$ cat config.mk
export PLATFORM = sky130hd
export DESIGN_NAME = twostage_wdt
export DESIGN_NICKNAME = d
export VERILOG_FILES = /design/src/rtl/twostage_wdt_pkg.sv /design/src/rtl/twostage_wdt_ctrl.sv /design/src/rtl/twostage_wdt_datapath.sv /design/src/rtl/twostage_wdt.sv
export SDC_FILE = /design/constraint.sdc
export NUM_CORES = 1
export LEC_CHECK = 0
export ABC_AREA = 1
export BUFFER_PORTS_ARGS = -buffer_cell sky130_fd_sc_hd__buf_4
export CORE_ASPECT_RATIO = 1.5
export CORE_UTILIZATION = 35
export CTS_CLUSTER_SIZE = 8
export DETAILED_ROUTE_END_ITERATION = 10
export GPL_ROUTABILITY_DRIVEN = 0
export GPL_TIMING_DRIVEN = 1
export PLACE_DENSITY = 0.51
export SYNTH_ARGS = -nofsm -noshare
export SYNTH_HDL_FRONTEND = slang
export SYNTH_SLANG_ARGS = --single-unit
$ cat constraint.sdc
create_clock -name clk -period 2.11 [get_ports clk]
set_input_delay 0.633 -clock clk [delete_from_list [all_inputs] [get_ports clk]]
set_output_delay 0.633 -clock clk [all_outputs]
set_load 0.02 [all_outputs]
$ cat src/rtl/twostage_wdt_pkg.sv
package twostage_wdt_pkg;

  localparam int ADDR_W = 4;

  typedef enum logic [ADDR_W-1:0] {
    REG_LOAD  = 4'd0,
    REG_VALUE = 4'd1,
    REG_CTRL  = 4'd2,
    REG_RAW   = 4'd3,
    REG_CLEAR = 4'd4,
    REG_LOCK  = 4'd5,
    REG_TEST  = 4'd6
  } regSel_e;

  // strobes from the control side to the counting datapath
  typedef struct packed {
    logic loadWr;
    logic clrRaw;
    logic run;
    logic rstEn;
  } dpStrobe_t;

endpackage

$ cat src/rtl/twostage_wdt_ctrl.sv
module twostage_wdt_ctrl
  import twostage_wdt_pkg::*;
#(
  parameter int                DATA_W    = 32,
  parameter logic [DATA_W-1:0] KEY       = 32'h1ACC_E551,
  parameter int                STALL_BIT = 8
) (
  input  logic              clk,
  input  logic              rstN,
  input  logic [ADDR_W-1:0] regAddr,
  input  logic [DATA_W-1:0] regWdata,
  input  logic              regWe,
  input  logic              dbgHalt,
  input  logic              softRst,
  input  logic [DATA_W-1:0] curCount,
  input  logic [DATA_W-1:0] curLoad,
  input  logic              rawStat,
  output dpStrobe_t         strobe,
  output logic [DATA_W-1:0] regRdata,
  output logic              irqOut
);

  logic locked;
  logic intEn;
  logic rstEn;
  logic stallEn;
  logic wrOpen;

  assign wrOpen = regWe && !locked;

  always_ff @(posedge clk or negedge rstN) begin
    if (!rstN) begin
      locked  <= 1'b0;
      intEn   <= 1'b0;
      rstEn   <= 1'b0;
      stallEn <= 1'b0;
    end else if (softRst) begin
      locked  <= 1'b0;
      intEn   <= 1'b0;
      rstEn   <= 1'b0;
      stallEn <= 1'b0;
    end else begin
      if (regWe && regAddr == REG_LOCK) begin
        locked <= (regWdata != KEY);
      end
      if (wrOpen && regAddr == REG_CTRL) begin
        intEn <= intEn | regWdata[0];
        rstEn <= regWdata[1];
      end
      if (wrOpen && regAddr == REG_TEST) begin
        stallEn <= regWdata[STALL_BIT];
      end
    end
  end

  always_comb begin
    strobe.loadWr = wrOpen && (regAddr == REG_LOAD);
    strobe.clrRaw = wrOpen && (regAddr == REG_CLEAR) && regWdata[0];
    strobe.run    = intEn && !(stallEn && dbgHalt);
    strobe.rstEn  = rstEn;
  end

  always_comb begin
    regRdata = '0;
    case (regAddr)
      REG_LOAD:  regRdata = curLoad;
      REG_VALUE: regRdata = curCount;
      REG_CTRL:  regRdata[1:0] = {rstEn, intEn};
      REG_RAW:   regRdata[0] = rawStat;
      REG_LOCK:  regRdata[0] = locked;
      REG_TEST:  regRdata[STALL_BIT] = stallEn;
      default:   regRdata = '0;
    endcase
  end

  assign irqOut = rawStat & intEn;


  int_sticky_chk: assert property (@(posedge clk) disable iff (!rstN)
    intEn && !softRst |=> intEn);


  locked_write_chk: assert property (@(posedge clk) disable iff (!rstN)
    locked && regWe && regAddr != REG_LOCK && !softRst |=> $stable({intEn, rstEn, stallEn}));


  lock_key_chk: assert property (@(posedge clk) disable iff (!rstN)
    regWe && regAddr == REG_LOCK && regWdata == KEY && !softRst |=> !locked);

endmodule

$ cat src/rtl/twostage_wdt_datapath.sv
module twostage_wdt_datapath
  import twostage_wdt_pkg::*;
#(
  parameter int DATA_W = 32
) (
  input  logic              clk,
  input  logic              rstN,
  input  dpStrobe_t         strobe,
  input  logic [DATA_W-1:0] regWdata,
  output logic [DATA_W-1:0] curCount,
  output logic [DATA_W-1:0] curLoad,
  output logic              rawStat,
  output logic              rstPulse
);

  localparam logic [DATA_W-1:0] INIT_VAL = '1;

  logic expire;

  assign expire = strobe.run && (curCount == '0) && !strobe.loadWr;

  always_ff @(posedge clk or negedge rstN) begin
    if (!rstN) begin
      curLoad  <= INIT_VAL;
      curCount <= INIT_VAL;
      rawStat  <= 1'b0;
      rstPulse <= 1'b0;
    end else if (rstPulse) begin
      curLoad  <= INIT_VAL;
      curCount <= INIT_VAL;
      rawStat  <= 1'b0;
      rstPulse <= 1'b0;
    end else begin
      rstPulse <= expire && rawStat && !strobe.clrRaw && strobe.rstEn;
      rawStat  <= (rawStat && !strobe.clrRaw) || expire;
      if (strobe.loadWr) begin
        curLoad  <= regWdata;
        curCount <= regWdata;
      end else if (expire) begin
        curCount <= curLoad;
      end else if (strobe.run) begin
        curCount <= curCount - 1'b1;
      end
    end
  end


  pulse_single_chk: assert property (@(posedge clk) disable iff (!rstN)
    rstPulse |=> !rstPulse);


  pulse_cause_chk: assert property (@(posedge clk) disable iff (!rstN)
    $rose(rstPulse) |-> $past(rawStat) && $past(strobe.rstEn));


  stall_hold_chk: assert property (@(posedge clk) disable iff (!rstN)
    !strobe.run && !strobe.loadWr && !rstPulse |=> curCount == $past(curCount));


  load_take_chk: assert property (@(posedge clk) disable iff (!rstN)
    strobe.loadWr && !rstPulse |=> curCount == $past(regWdata));

endmodule

$ cat src/rtl/twostage_wdt.sv
module twostage_wdt
  import twostage_wdt_pkg::*;
#(
  parameter int                DATA_W    = 32,
  parameter logic [DATA_W-1:0] KEY       = 32'h1ACC_E551,
  parameter int                STALL_BIT = 8
) (
  input  logic              clk,
  input  logic              rstN,
  input  logic [3:0]        regAddr,
  input  logic [DATA_W-1:0] regWdata,
  input  logic              regWe,
  output logic [DATA_W-1:0] regRdata,
  input  logic              dbgHalt,
  output logic              irqOut,
  output logic              sysRstOut
);

  dpStrobe_t         strobe;
  logic [DATA_W-1:0] curCount;
  logic [DATA_W-1:0] curLoad;
  logic              rawStat;

  twostage_wdt_ctrl #(
    .DATA_W(DATA_W), .KEY(KEY), .STALL_BIT(STALL_BIT)
  ) ctrlUnit (
    .clk(clk), .rstN(rstN), .regAddr(regAddr), .regWdata(regWdata),
    .regWe(regWe), .dbgHalt(dbgHalt), .softRst(sysRstOut),
    .curCount(curCount), .curLoad(curLoad), .rawStat(rawStat),
    .strobe(strobe), .regRdata(regRdata), .irqOut(irqOut)
  );

  twostage_wdt_datapath #(
    .DATA_W(DATA_W)
  ) dpUnit (
    .clk(clk), .rstN(rstN), .strobe(strobe), .regWdata(regWdata),
    .curCount(curCount), .curLoad(curLoad), .rawStat(rawStat),
    .rstPulse(sysRstOut)
  );

endmodule

==> metrics.csv <==
stage,metric,value,unit
finish,Seq. cell area,0.00183,mm²
sta,Max Freq,0.448,GHz
synth,Synthesized Nets,788,
floorplan,Die H,150,µm
synth,"Cell Area, Synth",0.00510,mm²
synth,mux cell area share after synthesis,0,%
finish,# nets final,895,
finish,Layout Utilization,50.0,%
global_routing,grt ovf,0,
route,via count,5277,
floorplan,core area,0.0141,mm²
worst_setup_path,Critical Path RT,1.48,ns
clock_tree,CTS max path bufs,2,
global_routing,vias in the first global route,5314,
global_routing,met1 usage,29.8,%
sta,worst-margin pin slew,0.458,ns
synth,post-synth top area cell,dfstp_2,
sta,Clock Skews,0.0100,ns
global_routing,met2 Resource Use GR,43.2,%
clock_tree,CTS hold repair buffers,0,
finish,fill count,1423,
clock_tree,CTS sink count,70,
min_path,hold crit path type,input pin to async pin,
clock_tree,cts bufs inserted,9,
synth,simple logic cell fraction of the synthesized area,34.6,%
sta,setup repair after global routing missed its margin,yes,
status,status,"finished, violations left",
power,total power,0.00653,W
synth,largest cells by area after synthesis,"dfstp_2, nand2_1, inv_1, nor2_1, a21oi_1",
synth,"top cells by count, synth","nand2_1, inv_1, nor2_1",
sta,Final min period,2.23,ns
global_routing,first-pass GRT wire length,27700,µm
sta,final setup fails,24,
global_routing,Total GRT Usage,24.3,%
global_routing,GRT Max-Usage Layer,met2,
route,First DRT Iteration DRCs,305,
clock_tree,CTS root buf,clkbuf_16,
job,Max-Cap Viols,0,
route,router iterations before antenna repair,5,
synth,syn avg cell area,6.83,µm²
placement,Final HPWL DP,12900,µm
route,vias per cell,5.02,
worst_setup_path,Crit path arrival time,1.60,ns
synth,number of synthesized flops with an enable pin,0,
power,leakage power,3.39,nW
status,failing checks,setup timing,
global_routing,met3 Use GR,3.60,%
synth,post-synthesis xor/xnor area fraction,1.55,%
route,Avg WL per Cell,16.6,µm
worst_setup_path,endpoint class of the critical path,output pin,
finish,n_diodes,0,
floorplan,die footprint,0.0151,mm²
clock_tree,Clock transition at path regs,0.06,ns
synth,sequential cell area fraction in the yosys report,35.9,%
synth,post-synth cell types,36,
finish,share of layout cells above drive strength 1,34.6,%
synth,Synth Area in Adders,0.245,%
finish,area occupied by multi-input gates,0.00298,mm²
floorplan,Starting Density,36.1,%
sta,Final Max Tran Viols,0,
floorplan,die width,101,µm
clock_tree,CTS tree,built,
synth,ys async rst share,100,%
floorplan,site row count,53,
worst_setup_path,critical path launch point type,input pin,
placement,port bufs,73,
global_routing,initial antenna violation count,0,
finish,Synth-to-Final Area Change,38.5,%
route,Routed WL,17400,µm
synth,Main synth FF type,dfstp_2,
synth,Post-Synthesis Cells,747,
sta,"Hold Violations, Final",0,
power,maximum VDD drop,394,µV
sta,Tcrit/Tclk final,106,%
clock_tree,H-tree depth,3,
worst_setup_path,crit path kind,input pin to output pin,
worst_setup_path,Crit Path Max Fanout,4,
sta,Worst slew margin,69.5,%
global_routing,largest net degree at the start of global routing,42,
synth,number of synthesized register bits,70,
route,DRT antenna net count,0,
floorplan,I/O pins,74,
synth,complex-gate fraction of the synthesized area,15.6,%
clock_tree,worst skew pair latency,0.35,ns
route,DR DRC count,0,
sta,final hold slack,0.242,ns
synth,largest family of logic cells by synthesized area,simple AND/OR/NAND/NOR gates,
synth,yosys warns,0,
synth,Yosys top cell area share,33.0,%
sta,Setup WS post-layout,-0.123,ns
synth,most frequent cell after synthesis,nand2_1,
power,Pwr per Cell Area,925,mW/mm²
routing by layer:
layer	vias up	routed length, µm
met4	0	387
met3	22	674
met2	133	9020
met1	2496	7360
met5	-	0
li1	2626	-
through the flow:
stage	cell area (µm²)	std cells	setup slack [ns]	TNS, ns
detailed placement	6330	1030	-0.189	-5.07
CTS	6980	1049	-0.131	-2.07
global placement	6330	1030	-0.162	-3.57
global route	7060	1051	-0.142	-3.14
floorplan	5230	747	-0.123	-2.01
finish	7060	1051	-0.123	-2.05
cells by family (layout without fill, tap and decap cells):
group / Yosys count / after routing
buffers and inverters: 146 / 258
adder cells (fa/ha/maj): 1 / 1
flip-flops: 70 / 70
AND/OR/NAND/NOR: 380 / 380
XOR/XNOR: 9 / 9
AO/OA/AOI/OAI: 141 / 141
cell type report:
type                            instances  area share [%]
Clock buffer                           11            3.58
Clock inverter                          5           0.815
Inverter                              115            6.11
Multi-Input combinational cell        531            42.1
Sequential cell                        70            25.9
Tap cell                              192            3.40
Timing Repair Buffer                  127            18.0
final timing paths:
| check | from | end | slack, ns | cells after the start |
|---|---|---|---|---|
| max | regAddr[2] | regRdata[8] | -0.12 | 7 |
| min | rstN | dpUnit.rstPulse$_DFF_PN0_ | 0.24 | 1 |
| max reg2reg | dpUnit.curCount[0]$_DFFE_PN1P_ | dpUnit.curCount[5]$_DFFE_PN1P_ | 0.18 | 8 |
| min reg2reg | dpUnit.curLoad[17]$_DFFE_PN1P_ | dpUnit.curLoad[17]$_DFFE_PN1P_ | 0.49 | 2 |
| max in group asynchronous | rstN | dpUnit.curCount[21]$_DFFE_PN1P_ | 1.23 | 2 |
| min in group clk | dpUnit.curLoad[17]$_DFFE_PN1P_ | dpUnit.curLoad[17]$_DFFE_PN1P_ | 0.49 | 2 |
power breakdown:
part	internal (W)	total, W	switching (W)
Clock	0.000978	0.00160	0.000627
Combinational	0.000890	0.00232	0.00143
Sequential	0.00215	0.00260	0.000453
placed cells by master, fill, tap and decap left out, types with 5 or more instances in the layout:
master / synthesis / final
a21oi_1: 58 / 58
a21oi_2: 9 / 9
buf_12: 1 / 13
buf_4: 6 / 82
buf_6: 3 / 29
clkbuf_16: 0 / 9
dfrtp_1: 6 / 6
dfstp_2: 64 / 64
inv_1: 113 / 112
nand2_1: 162 / 160
nand2_2: 10 / 11
nand3_1: 57 / 56
nand3_2: 21 / 22
nand4_1: 9 / 9
nor2_1: 96 / 93
nor2_2: 12 / 12
nor2_4: 2 / 5
nor4_1: 6 / 6
o21ai_0: 46 / 36
o21ai_1: 1 / 11
o22ai_4: 0 / 19
xor2_1: 9 / 9
repair_timing:
action,in CTS,in global routing
cloned,2,0
buffers inserted,1,2
pin swaps,6,11
resized for setup,62,14
endpoints found under the hold margin,0,0
endpoints found under the setup margin,32,40
critical path: stages:
cell and delay, ns:
buf_6 0.10, nor2_4 0.16, nand2_4 0.09, buf_12 0.14, buf_16 0.14, o221ai_2 0.17, buf_4 0.17
sequential cells by signal (all words and copies together) (netlist names):
| name | cells |
|---|---|
| ctrlUnit.locked | 1 |
| dpUnit.curLoad | 32 |
| ctrlUnit.rstEn | 1 |
| ctrlUnit.stallEn | 1 |
| dpUnit.rawStat | 1 |
| dpUnit.rstPulse | 1 |
| dpUnit.curCount | 32 |
| ctrlUnit.intEn | 1 |
(Power assumes the default switching activity.)
